<file path="src/rtl/ptw_guard_pkg.sv">
package ptw_guard_pkg;
  localparam int unsigned DATA_W = 64;
  localparam int unsigned NREG   = 12;

  typedef enum logic [3:0] {
    SEL_OS_ROOT   = 4'd0,
    SEL_OS_RMAP   = 4'd1,
    SEL_OS_PTBASE = 4'd2,
    SEL_OS_PTMASK = 4'd3,
    SEL_EN_ROOT   = 4'd4,
    SEL_EN_RMAP   = 4'd5,
    SEL_EN_PTBASE = 4'd6,
    SEL_EN_PTMASK = 4'd7,
    SEL_EV_BASE   = 4'd8,
    SEL_EV_MASK   = 4'd9,
    SEL_MON_BASE  = 4'd10,
    SEL_MON_MASK  = 4'd11
  } cfg_sel_e;

  typedef struct packed {
    logic [DATA_W-1:0] root;
    logic [DATA_W-1:0] rmap;
    logic [DATA_W-1:0] ptbase;
    logic [DATA_W-1:0] ptmask;
  } bank_t;
endpackage

</file>
<file path="src/rtl/ptw_guard_cfg.sv">
module ptw_guard_cfg
  import ptw_guard_pkg::*;
(
  input  logic              clk_i,
  input  logic              rst_ni,
  input  logic              cfg_we_i,
  input  logic              cfg_mmode_i,
  input  logic [3:0]        cfg_sel_i,
  input  logic [DATA_W-1:0] cfg_wdata_i,
  input  logic              walk_start_i,
  input  logic              resp_valid_i,
  output bank_t [1:0]       banks_o,
  output logic [DATA_W-1:0] ev_base_o,
  output logic [DATA_W-1:0] ev_mask_o,
  output logic [DATA_W-1:0] mon_base_o,
  output logic [DATA_W-1:0] mon_mask_o
);
  logic [NREG-1:0][DATA_W-1:0] staged_q, active_q;
  logic busy_q, commit, wr_ok;

  assign wr_ok  = cfg_we_i && cfg_mmode_i && (32'(cfg_sel_i) < NREG);
  assign commit = !busy_q && !walk_start_i;

  always_ff @(posedge clk_i or negedge rst_ni) begin
    if (!rst_ni) busy_q <= 1'b0;
    else if (walk_start_i) busy_q <= 1'b1;
    else if (resp_valid_i) busy_q <= 1'b0;
  end

  always_ff @(posedge clk_i or negedge rst_ni) begin
    if (!rst_ni) begin
      for (int i = 0; i < NREG; i++) begin
        staged_q[i] <= (i == int'(SEL_EV_BASE)) ? '1 : '0;
        active_q[i] <= (i == int'(SEL_EV_BASE)) ? '1 : '0;
      end
    end else begin
      if (wr_ok) staged_q[cfg_sel_i] <= cfg_wdata_i;
      if (commit) active_q <= staged_q;
    end
  end

  for (genvar b = 0; b < 2; b++) begin : g_bank
    assign banks_o[b].root   = active_q[4*b + 0];
    assign banks_o[b].rmap   = active_q[4*b + 1];
    assign banks_o[b].ptbase = active_q[4*b + 2];
    assign banks_o[b].ptmask = active_q[4*b + 3];
  end

  assign ev_base_o  = active_q[SEL_EV_BASE];
  assign ev_mask_o  = active_q[SEL_EV_MASK];
  assign mon_base_o = active_q[SEL_MON_BASE];
  assign mon_mask_o = active_q[SEL_MON_MASK];

  AST_HOLD_DURING_WALK: assert property (@(posedge clk_i) disable iff (!rst_ni)
    busy_q |=> $stable(active_q)) else $error("active cfg moved mid-walk");
  AST_START_NO_COMMIT: assert property (@(posedge clk_i) disable iff (!rst_ni)
    walk_start_i |=> $stable(active_q)) else $error("cfg moved at walk start");
  AST_USER_WRITE_DROP: assert property (@(posedge clk_i) disable iff (!rst_ni)
    (cfg_we_i && !cfg_mmode_i) |=> $stable(staged_q)) else $error("non-machine write landed");
endmodule

</file>
<file path="src/rtl/ptw_guard_bank_sel.sv">
module ptw_guard_bank_sel
  import ptw_guard_pkg::*;
#(
  parameter int unsigned VA_W = 39,
  parameter int unsigned PA_W = 40
) (
  input  logic [VA_W-1:0]   va_i,
  input  logic [DATA_W-1:0] ev_base_i,
  input  logic [DATA_W-1:0] ev_mask_i,
  input  bank_t [1:0]       banks_i,
  output logic              enclave_o,
  output bank_t             bank_o,
  output logic [PA_W-1:0]   root_o
);
  assign enclave_o = ((va_i & ev_mask_i[VA_W-1:0]) == ev_base_i[VA_W-1:0]);
  assign bank_o    = banks_i[enclave_o];
  assign root_o    = bank_o.root[PA_W-1:0];
endmodule

</file>
<file path="src/rtl/ptw_guard_leaf_chk.sv">
module ptw_guard_leaf_chk
  import ptw_guard_pkg::*;
#(
  parameter int unsigned PA_W     = 40,
  parameter int unsigned PG_OFF   = 12,
  parameter int unsigned REGION_W = 3
) (
  input  logic [PA_W-PG_OFF-1:0] ppn_i,
  input  logic [PA_W-1:0]        pte_addr_i,
  input  bank_t                  bank_i,
  input  logic [DATA_W-1:0]      mon_base_i,
  input  logic [DATA_W-1:0]      mon_mask_i,
  output logic                   mon_hit_o,
  output logic                   region_ok_o,
  output logic                   pt_ok_o
);
  localparam int unsigned NRGN = 2 ** REGION_W;

  logic [PA_W-1:0]     pa;
  logic [REGION_W-1:0] rgn_idx;
  logic [NRGN-1:0]     rgn_onehot;

  assign pa      = {ppn_i, {PG_OFF{1'b0}}};
  assign rgn_idx = pa[PG_OFF +: REGION_W];

  for (genvar i = 0; i < NRGN; i++) begin : g_dec
    assign rgn_onehot[i] = (rgn_idx == REGION_W'(i));
  end

  assign mon_hit_o   = ((pa & mon_mask_i[PA_W-1:0]) == mon_base_i[PA_W-1:0]);
  assign region_ok_o = |(rgn_onehot & bank_i.rmap[NRGN-1:0]);
  assign pt_ok_o     = ((pte_addr_i & bank_i.ptmask[PA_W-1:0]) == bank_i.ptbase[PA_W-1:0]);

  initial AST_RGN_FITS: assert (NRGN <= DATA_W && PG_OFF + REGION_W <= PA_W)
    else $error("region width too large");

  always_comb begin
    AST_ONEHOT_DEC: assert ($onehot(rgn_onehot) || $isunknown(rgn_idx))
      else $error("region decode not one-hot");
  end
endmodule

</file>
<file path="src/rtl/ptw_leaf_guard.sv">
module ptw_leaf_guard
  import ptw_guard_pkg::*;
#(
  parameter int unsigned VA_W     = 39,
  parameter int unsigned PA_W     = 40,
  parameter int unsigned PG_OFF   = 12,
  parameter int unsigned REGION_W = 3,
  localparam int unsigned PPN_W   = PA_W - PG_OFF
) (
  input  logic              clk_i,
  input  logic              rst_ni,
  input  logic              cfg_we_i,
  input  logic              cfg_mmode_i,
  input  logic [3:0]        cfg_sel_i,
  input  logic [DATA_W-1:0] cfg_wdata_i,
  input  logic              walk_start_i,
  input  logic [VA_W-1:0]   walk_va_i,
  output logic [PA_W-1:0]   walk_root_o,
  output logic              enclave_sel_o,
  input  logic              resp_valid_i,
  input  logic [PA_W-1:0]   resp_pte_addr_i,
  input  logic [PPN_W-1:0]  resp_ppn_i,
  output logic              tlb_valid_o,
  output logic              access_fault_o
);
  bank_t [1:0]       banks;
  bank_t             bank_cur;
  logic [DATA_W-1:0] ev_base, ev_mask, mon_base, mon_mask;
  logic              mon_hit, region_ok, pt_ok, entry_ok;

  ptw_guard_cfg u_cfg (
    .clk_i, .rst_ni, .cfg_we_i, .cfg_mmode_i, .cfg_sel_i, .cfg_wdata_i,
    .walk_start_i, .resp_valid_i,
    .banks_o(banks), .ev_base_o(ev_base), .ev_mask_o(ev_mask),
    .mon_base_o(mon_base), .mon_mask_o(mon_mask)
  );

  ptw_guard_bank_sel #(.VA_W(VA_W), .PA_W(PA_W)) u_sel (
    .va_i(walk_va_i), .ev_base_i(ev_base), .ev_mask_i(ev_mask), .banks_i(banks),
    .enclave_o(enclave_sel_o), .bank_o(bank_cur), .root_o(walk_root_o)
  );

  ptw_guard_leaf_chk #(.PA_W(PA_W), .PG_OFF(PG_OFF), .REGION_W(REGION_W)) u_chk (
    .ppn_i(resp_ppn_i), .pte_addr_i(resp_pte_addr_i), .bank_i(bank_cur),
    .mon_base_i(mon_base), .mon_mask_i(mon_mask),
    .mon_hit_o(mon_hit), .region_ok_o(region_ok), .pt_ok_o(pt_ok)
  );

  assign entry_ok       = !mon_hit && region_ok && pt_ok;
  assign tlb_valid_o    = resp_valid_i && entry_ok;
  assign access_fault_o = resp_valid_i && !entry_ok;

  AST_TLB_NEEDS_RESP: assert property (@(posedge clk_i) disable iff (!rst_ni)
    tlb_valid_o |-> resp_valid_i) else $error("valid without response");
  AST_NO_MON_MAP: assert property (@(posedge clk_i) disable iff (!rst_ni)
    tlb_valid_o |-> (({resp_ppn_i, {PG_OFF{1'b0}}} & mon_mask[PA_W-1:0]) != mon_base[PA_W-1:0]))
    else $error("monitor page installed");
  AST_REGION_OWNED: assert property (@(posedge clk_i) disable iff (!rst_ni)
    tlb_valid_o |-> bank_cur.rmap[resp_ppn_i[REGION_W-1:0]])
    else $error("unowned region installed");
  AST_FAULT_EXCL: assert property (@(posedge clk_i) disable iff (!rst_ni)
    resp_valid_i |-> $onehot({tlb_valid_o, access_fault_o}))
    else $error("fault and valid not exclusive");
  AST_FAULT_NEEDS_RESP: assert property (@(posedge clk_i) disable iff (!rst_ni)
    access_fault_o |-> resp_valid_i) else $error("fault without response");
endmodule

</file>
<file path="config.mk">
export PLATFORM = sky130hd
export DESIGN_NAME = ptw_leaf_guard
export DESIGN_NICKNAME = d
export VERILOG_FILES = /design/src/rtl/ptw_guard_pkg.sv /design/src/rtl/ptw_guard_cfg.sv /design/src/rtl/ptw_guard_bank_sel.sv /design/src/rtl/ptw_guard_leaf_chk.sv /design/src/rtl/ptw_leaf_guard.sv
export SDC_FILE = /design/constraint.sdc
export NUM_CORES = 1
export LEC_CHECK = 0
export BUFFER_PORTS_ARGS = -buffer_cell sky130_fd_sc_hd__buf_2
export CAP_MARGIN = 20
export CELL_PAD_IN_SITES_DETAIL_PLACEMENT = 0
export CELL_PAD_IN_SITES_GLOBAL_PLACEMENT = 1
export CORE_AREA = 2 2 285 498
export CTS_CLUSTER_SIZE = 12
export DETAILED_ROUTE_END_ITERATION = 12
export DIE_AREA = 0 0 287 500
export PLACE_DENSITY = 0.54
export SLEW_MARGIN = 40
export SYNTH_ARGS = -nofsm -noshare
export SYNTH_HDL_FRONTEND = slang
export SYNTH_SLANG_ARGS = --single-unit
export TNS_END_PERCENT = 10
</file>
<file path="constraint.sdc">
create_clock -name clk_i -period 5.7 [get_ports clk_i]
set_clock_uncertainty 0.2 [all_clocks]
set_input_delay 0.57 -clock clk_i [delete_from_list [all_inputs] [get_ports clk_i]]
set_output_delay 0.57 -clock clk_i [all_outputs]
set_load 0.01 [all_outputs]
</file>
==> results.cfg, run 1 <==
[global_route]
track_usage_pct = 14.3
grt_max_degree = 146
antenna_found_initial = 41
grt_first_pass_wirelength_um = 149000
grt_pass1_vias = 21100
overflow = 0

[sta]
period_minus_slack_ps = 5410
hold_viol = 0
setup_slack_ps = 293
period_share_pct = 94.9
report.final.slew_viol_count = 0
fin_setup_tns_ps = 0
clock.fmax_ghz = 0.185
max_slew_margin_pct = 43.8
setup-violations-final = 0
rsz0062_at_grt = no
max_slew.worst_pin.slew_ps = 843

[clock_tree]
clock_latency_ps = 690
clk_pin_slew_ps = 60
cts-htree-levels = 3
root_buffer = clkbuf_16
clock_sink_count = 805
clock_path_buffers = 3
cts_buffers = 86
cts_tree = yes

[pwr]
power_leakage_nw = 17.7
ir_worst_vdd_mv = 0.252
p_per_area_nw_per_um2 = 416

[route]
wirelength_um = 101000
wl_per_cell_um = 22.6
drtPass1Iterations = 4
num_vias = 19700
drtAntennaViolNets = 0
drtIter0Drc = 966
drcViolationCount = 0
vias_per_cell = 4.38

[placed_design]
place_hpwl_um = 69500
numPortBuffers = 199
dpl_worst_slack_ps = 462
gp_congestion = 0.745

[yosys]
ys_seq_elements = 805
synth_nets = 2554
synth_cell_types = 58
synthArstFlopShare_pct = 100
syn_area_um2 = 33300
yosys_warnings = 0
syn_avg_cell_area_um2 = 14.0
syn_inst = 2373
ys_seq_area_share_pct = 60.8
synth_ff_type = dfrtp_1
synth_edf_count = 0

[worst_setup_path]
cp-end-kind = output port
path_common_cell = buf_4
critical_path.max_stage_delay_ps = 540
cp.buffers_inverters = 5
critPathMaxFanout = 48
crit_chain = and3b_1 -> a211oi_1 -> nand4_1 -> nor4_4 -> buf_4 -> nand2_4 -> clkinv_4 -> buf_12 -> mux2i_1 -> or3_1 -> o2111ai_1 -> nor4_1 -> buf_4 -> and4_1 -> buf_2
crit_family = simple AND/OR/NAND/NOR gates
path_class = register to output port
required_ps = 4930
worstPathArrival_ps = 4640
cpMaxStageDelayCell = dfstp_2
crit_path_start_kind = register

[outcome]
status = complete, no violations

[floorplanning]
ios = 224
start_util_pct = 23.8
coreArea_um2 = 140000
fp.dieH_um = 500
die_w_um = 287
rows = 182
fp.dieArea_um2 = 144000

[cells_and_area]
n_fill_cell = 14500
drive_above_1_share_pct = 47.8
fin_util_pct = 28.3
layout.nets = 2748
syn_to_final_growth_pct = 18.7

[flow_run]
cap_viol_max_count = 0

[min_path]
hold_path_class = input pin to register
layer usage:
metal / vias up / GRT usage (%) / routed length, µm
li1: 8770 / - / -
met1: 10400 / 17.9 / 42700
met2: 372 / 25.1 / 51700
met3: 138 / 2.21 / 4390
met4: 12 / 4.04 / 2370
met5: - / 0 / 66
cells in the final DEF, fill, tap and decap left out, drive strengths merged, types with 9 or more instances in the layout:
master  Yosys  final
a21o       10     10
a21oi      44     44
and3       21     21
buf        51    241
clkbuf     87    136
clkinv      1     12
dfrtp     727    727
dfstp      78     78
diode       0      9
inv        27     30
mux2      794    794
mux2i      14     14
nand2     257    257
nand3      12     12
nand4      14     14
nor2       22     22
nor4       24     24
o21ai      27     27
o22ai      38     38
xnor2      24     24
xor2       20     20
final cells by class:
class / instances / area (µm²) / area share, %
Sequential cell: 805 / 20200 / 51.2
Clock inverter: 21 / 314 / 0.795
Clock buffer: 136 / 2470 / 6.25
Inverter: 28 / 110 / 0.279
Multi-Input combinational cell: 1402 / 12500 / 31.5
Tap cell: 1840 / 2300 / 5.83
Antenna cell: 9 / 22.5 / 0.0570
Timing Repair Buffer: 244 / 1590 / 4.03
through the flow:
step / hold slack [ps] / area [µm²] / total power, mW / cells
global placement: 259 / 36500 / 10.9 / 4309
global route: 176 / 39500 / 17.3 / 4477
detailed placement: 265 / 36600 / 11.0 / 4314
CTS: 134 / 39500 / 16.7 / 4474
floorplan: 74.4 / 33300 / 9.79 / 2373
finish: 182 / 39500 / 16.4 / 4485
final timing paths:
check	startpoint	endpoint	slack, ps	cells after the start
max in group asynchronous	rst_ni	u_cfg.ev_base_o[26]	3570	4
hold reg to reg	u_cfg.staged_q[142]	u_cfg.banks_o[78]	280	1
hold / removal	cfg_wdata_i[11]	u_cfg.staged_q[139]	180	2
min in group asynchronous	rst_ni	u_cfg.banks_o[259]	270	2
setup / recovery	u_cfg.ev_base_o[34]	tlb_valid_o	290	15
setup reg to reg	u_cfg.busy_q	u_cfg.banks_o[207]	3360	4
state kept, by name, summed over array words and instances (netlist names):
register and flops:
u_cfg.staged_q 402, u_cfg.banks_o 256, u_cfg.mon_base_o 40, u_cfg.ev_base_o 39, u_cfg.ev_mask_o 39, u_cfg.mon_mask_o 28, u_cfg.busy_q 1
power breakdown:
group	total [mW]	switching, mW	internal (mW)
clock network	5.62	2.47	3.15
registers	7.98	0.800	7.18
logic	2.84	1.29	1.55
what timing repair did:
action                     4_1_cts  5_1_grt
setup buffers                    0        1
hold endpoints to repair        70        0
pin swaps                        0        2
setup endpoints to repair        2        2
gates resized for setup          2        1
hold buffers                     3        0
cells in the mapped netlist (12+ instances only):
| cell | number | share of area, % |
|---|---|---|
| o22ai_1 | 38 | 0.71 |
| o21ai_0 | 25 | 0.38 |
| nand3_1 | 12 | 0.18 |
| inv_1 | 27 | 0.30 |
| buf_1 | 46 | 0.52 |
| nand4_1 | 14 | 0.26 |
| xnor2_1 | 24 | 0.63 |
| dfrtp_1 | 727 | 55 |
| a21oi_1 | 44 | 0.66 |
| nand2_1 | 256 | 2.9 |
| xor2_1 | 20 | 0.53 |
| nor4_1 | 21 | 0.39 |
| mux2_2 | 794 | 27 |
| mux2i_1 | 14 | 0.42 |
| nor2_1 | 22 | 0.25 |
| dfstp_2 | 78 | 6.2 |
| clkbuf_1 | 87 | 0.98 |
| and3_1 | 21 | 0.39 |
logic make-up (layout without fill, tap and decap cells):
kind of cell	count (synthesis)	in the layout	share of synthesized area, %
xor gates and xnor gates	44	44	1.16
AOI/OAI and AO/OA	162	162	3.09
and+or+nand+nor	383	383	5.33
other	0	9	0
buffers and inverters	166	429	1.96
DFF	805	805	60.8
muxes	813	813	27.6
(Power assumes the default switching activity.)
==> run 2, diff against run 1 <==
Settings changed: CORE_AREA 2 2 285 498 to 2 2 376 378, DIE_AREA 0 0 287 500 to 0 0 378 380, GPL_TIMING_DRIVEN set to 1, SKIP_LAST_GASP set to 1.
==> results.cfg, run 2 (same netlist as run 1, synthesis figures left out) <==
[sta]
max_slew_margin_pct = 44.1
holdWs_ps = 166
setup-violations-final = 0
report.final.slew_viol_count = 0
period_share_pct = 96.9
hold_viol = 0
rsz0062_at_grt = no
clock.fmax_ghz = 0.181
max_slew.worst_pin.slew_ps = 817
period_minus_slack_ps = 5520
fin_setup_tns_ps = 0

[clock_tree]
cts_tree = yes
clk_pin_slew_ps = 60
root_buffer = clkbuf_16
cts-htree-levels = 3
cts_buffers = 91
post-cts-setup-buffers = 0
clock_path_buffers = 3
clock_latency_ps = 690
clock_sink_count = 805

[route]
wl_per_cell_um = 22.0
num_vias = 19600
drtPass1Iterations = 5
drcViolationCount = 0
drtIter0Drc = 1030
vias_per_cell = 4.33
drtAntennaViolNets = 0
wirelength_um = 99600

[worst_setup_path]
crit_path_start_kind = register
critPathMaxFanout = 27
cp-end-kind = output port
path_class = register to output port
required_ps = 4930
worstPathArrival_ps = 4750

[global_route]
met2_usage_pct = 22.0
met3_usage_pct = 2.58
grt_pass1_vias = 20200
antenna_found_initial = 45
met1_usage_pct = 19.0
grt_busiest_layer = met2
track_usage_pct = 13.9
overflow = 0
grt_first_pass_wirelength_um = 145000
grt_max_degree = 143

[flow_run]
cap_viol_max_count = 0

[cells_and_area]
layout.nets = 2743
finalNonFillerCells = 4524
syn_to_final_growth_pct = 19.2
top_register = u_cfg.staged_q
largest_register_ffs = 402
final_common_cell = mux2_2
n_fill_cell = 14400
layout_common_cells = mux2_2, dfrtp_1, nand2_1, buf_2, clkbuf_16
drive_above_1_share_pct = 48.1
fin_area_um2 = 39700

[placed_design]
numPortBuffers = 199
place_hpwl_um = 65500
place_inst = 4340
dpl-instance-area_um2 = 36500
gp_congestion = 0.768

[pwr]
ir_worst_vdd_mv = 0.252
power_leakage_nw = 17.8
finalPower_mw = 16.7
p_per_area_nw_per_um2 = 420

[floorplanning]
fp.dieArea_um2 = 144000
fp.dieH_um = 380
coreArea_um2 = 139000
die_w_um = 378
start_util_pct = 23.9
rows = 137
ios = 224

[outcome]
status = complete, no violations

[min_path]
hold_path_class = input pin to register
## run 2: report_power, final
group | total (mW) | switching (mW) | internal (mW)
clock network | 5.89 | 2.48 | 3.40
logic | 2.81 | 1.27 | 1.54
registers | 7.97 | 0.780 | 7.19
total | 16.7 | 4.53 | 12.1
## run 2: final cells by class
type | instances | area [µm²] | share of cell area (%)
Clock inverter | 25 | 285 | 0.719
Tap cell | 1876 | 2350 | 5.92
Multi-Input combinational cell | 1402 | 12500 | 31.4
Clock buffer | 141 | 2700 | 6.80
Antenna cell | 13 | 32.5 | 0.0820
Sequential cell | 805 | 20200 | 51.0
Timing Repair Buffer | 234 | 1490 | 3.76
Inverter | 28 | 110 | 0.278
## run 2: worst max-delay path, stage by stage, from the launching register on
cell and delay, ps:
dfstp_2 540, nand3_1 90, a211oi_2 280, or4b_4 560, nor4_4 350, nand2_4 100
clkinv_4 260, mux4_2 560, or4_4 450, nor4_4 390, and4_1 300, buf_2 160
## run 2: path summary, 6_finish.rpt
| check | slack, ps | startpoint | to | cells past startpoint |
|---|---|---|---|---|
| worst min-delay path | 170 | cfg_wdata_i[11] | u_cfg.staged_q[267] | 2 |
| worst max-delay path | 180 | u_cfg.ev_base_o[11] | tlb_valid_o | 11 |
| worst max register to register | 3410 | u_cfg.busy_q | u_cfg.banks_o[452] | 4 |
| min in group asynchronous | 220 | rst_ni | u_cfg.staged_q[423] | 2 |
| worst min register to register | 270 | u_cfg.staged_q[162] | u_cfg.banks_o[98] | 2 |
| max in group asynchronous | 3560 | rst_ni | u_cfg.staged_q[27] | 5 |
## run 2: through the flow
step / utilization (%) / setup WS [ps]
final: 28.5 / 178
after global placement: 26.2 / 467
after detailed placement: 26.2 / 511
after CTS: 28.4 / 11.5
after floorplan: - / 1460
after global routing: 28.5 / 18.1
## run 2: repair_timing
item	4_1_cts	5_1_grt
resized for setup	1	1
hold endpoints to repair	50	0
hold buffers	2	0
endpoints found under the setup margin	2	2
## run 2: per-layer routing
metal,vias to the layer above,share of wire (%)
li1,8781,-
met1,10300,46
met2,340,47
met3,153,4.5
met4,16,2.6
met5,-,0.10
==> run 3, diff against run 2 <==
Settings changed: CORE_AREA 2 2 376 378 to 2 2 252 254, DIE_AREA 0 0 378 380 to 0 0 254 256, PLACE_DENSITY 0.54 to 0.94, SLEW_MARGIN 40 to 30.
==> results.cfg, run 3 (same netlist as run 1, synthesis figures left out) <==
[pwr]
p_per_area_nw_per_um2 = 423
power_leakage_nw = 17.5
finalPower_mw = 16.0
ir_worst_vdd_mv = 0.277

[sta]
max_slew_margin_pct = 38.3
period_share_pct = 97.6
period_minus_slack_ps = 5560
hold_viol = 0
setup-violations-final = 0
clock.fmax_ghz = 0.180
setup_slack_ps = 136
holdWs_ps = 62.4
fin_setup_tns_ps = 0
rsz0062_at_grt = no
report.final.slew_viol_count = 0
max_slew.worst_pin.slew_ps = 923

[floorplanning]
fp.dieH_um = 256
die_w_um = 254
coreArea_um2 = 62400
fp.dieArea_um2 = 65000
ios = 224
rows = 92
start_util_pct = 53.3

[worst_setup_path]
worstPathArrival_ps = 4790
required_ps = 4930
cp-end-kind = output port
r2r_cells = 3
critical_path.max_stage_delay_ps = 570
crit_path_start_kind = register
cpMaxStageDelayCell = a211oi_1
crit_chain = and3b_1 -> a211oi_1 -> nand4_1 -> nor4_4 -> nand2_4 -> clkinv_4 -> mux4_2 -> or4_4 -> nor4_2 -> and4_1 -> buf_2
critPathMaxFanout = 17
path_class = register to output port

[cells_and_area]
n_fill_cell = 4689
syn_to_final_growth_pct = 13.6
top_register = u_cfg.staged_q
layout_common_cells = mux2_2, dfrtp_1, nand2_1, buf_2, clkbuf_16
drive_above_1_share_pct = 47.4
final_common_cell = mux2_2
fin_util_pct = 60.6
layout.nets = 2731
largest_register_ffs = 402

[placed_design]
gp_congestion = 0.902
numPortBuffers = 199
place_hpwl_um = 54700
dpl_worst_slack_ps = 619

[route]
wirelength_um = 83000
drtAntennaViolNets = 0
drtIter0Drc = 1223
vias_per_cell = 5.79
drcViolationCount = 0
drtPass1Iterations = 5
num_vias = 20000
wl_per_cell_um = 24.0

[outcome]
status = complete, no violations

[min_path]
hold_path_class = input pin to register
hold_path_depth = 3

[clock_tree]
post-cts-setup-buffers = 0
root_buffer = clkbuf_16
clock_sink_count = 805
cts-htree-levels = 3
clock_latency_ps = 630
clock_path_buffers = 3
cts_tree = yes
cts_buffers = 82
clk_pin_slew_ps = 60

[global_route]
track_usage_pct = 26.0
grt_pass1_vias = 21400
overflow = 0
antenna_found_initial = 8
grt_max_degree = 211
grt_first_pass_wirelength_um = 128000

[flow_run]
cap_viol_max_count = 0
## run 3: cell types whose count changed in the layout (fill, tap and decap cells not counted), sizes merged
| cell | delta |
|---|---|
| inv | -3 |
| buf | -3 |
| clkinv | -8 |
| diode | -5 |
| bufinv | -1 |
| clkbuf | -10 |
| clkinvlp | -1 |
## run 3: final cells by class
cell class	count	area, µm²	area share (%)
flip-flops and latches	805	20200	53.5
multi-input cells	1402	12400	32.9
clock buffers	131	2410	6.37
repair buffers	231	1380	3.64
well taps	846	1060	2.80
clock inverters	12	155	0.410
inverters	28	110	0.291
diodes	8	20.0	0.0529
## run 3: layer usage
metal  vias up  global-route usage, %  part of all wire [%]
met5         -                      0                 0.033
met4         4                   10.8                   3.8
met3       156                   3.69                   4.2
met2       486                   43.2                    49
met1     10700                   34.4                    43
li1       8736                      -                     -
## run 3: per-stage QoR
stage | cell area, µm² | std cells
global placement | 35200 | 3309
finish | 37800 | 3463
CTS | 37800 | 3454
global route | 37800 | 3460
detailed placement | 35200 | 3309
floorplan | 33300 | 2373
## run 3: worst max-delay path, delay by kind of cell, from the launching register on
kind | cells | cell delay (ps)
simple gates | 7 | 2190
mux | 1 | 540
compound gates | 1 | 570
flops | 1 | 530
buf+inv | 2 | 320
## run 3: path summary, 6_finish.rpt
path,from,to,slack (ps)
worst min register to register,u_cfg.staged_q[147],u_cfg.banks_o[83],280
worst max register to register,u_cfg.busy_q,u_cfg.banks_o[451],3110
worst max-delay path,u_cfg.ev_base_o[35],tlb_valid_o,140
max in group asynchronous,rst_ni,u_cfg.staged_q[589],3390
min in group asynchronous,rst_ni,u_cfg.banks_o[259],370
worst min-delay path,resp_valid_i,u_cfg.busy_q,60
## run 3: what timing repair did
| action | 4_1_cts | 5_1_grt |
|---|---|---|
| endpoints found under the setup margin | 0 | 1 |
| gates resized for setup | 0 | 1 |
| hold buffers | 2 | 0 |
| endpoints found under the hold margin | 80 | 0 |
## run 3: power breakdown
group          internal, mW  switching [mW]
registers              7.19           0.842
clock network          2.99            2.19
logic                  1.53            1.26
total                  11.7            4.30
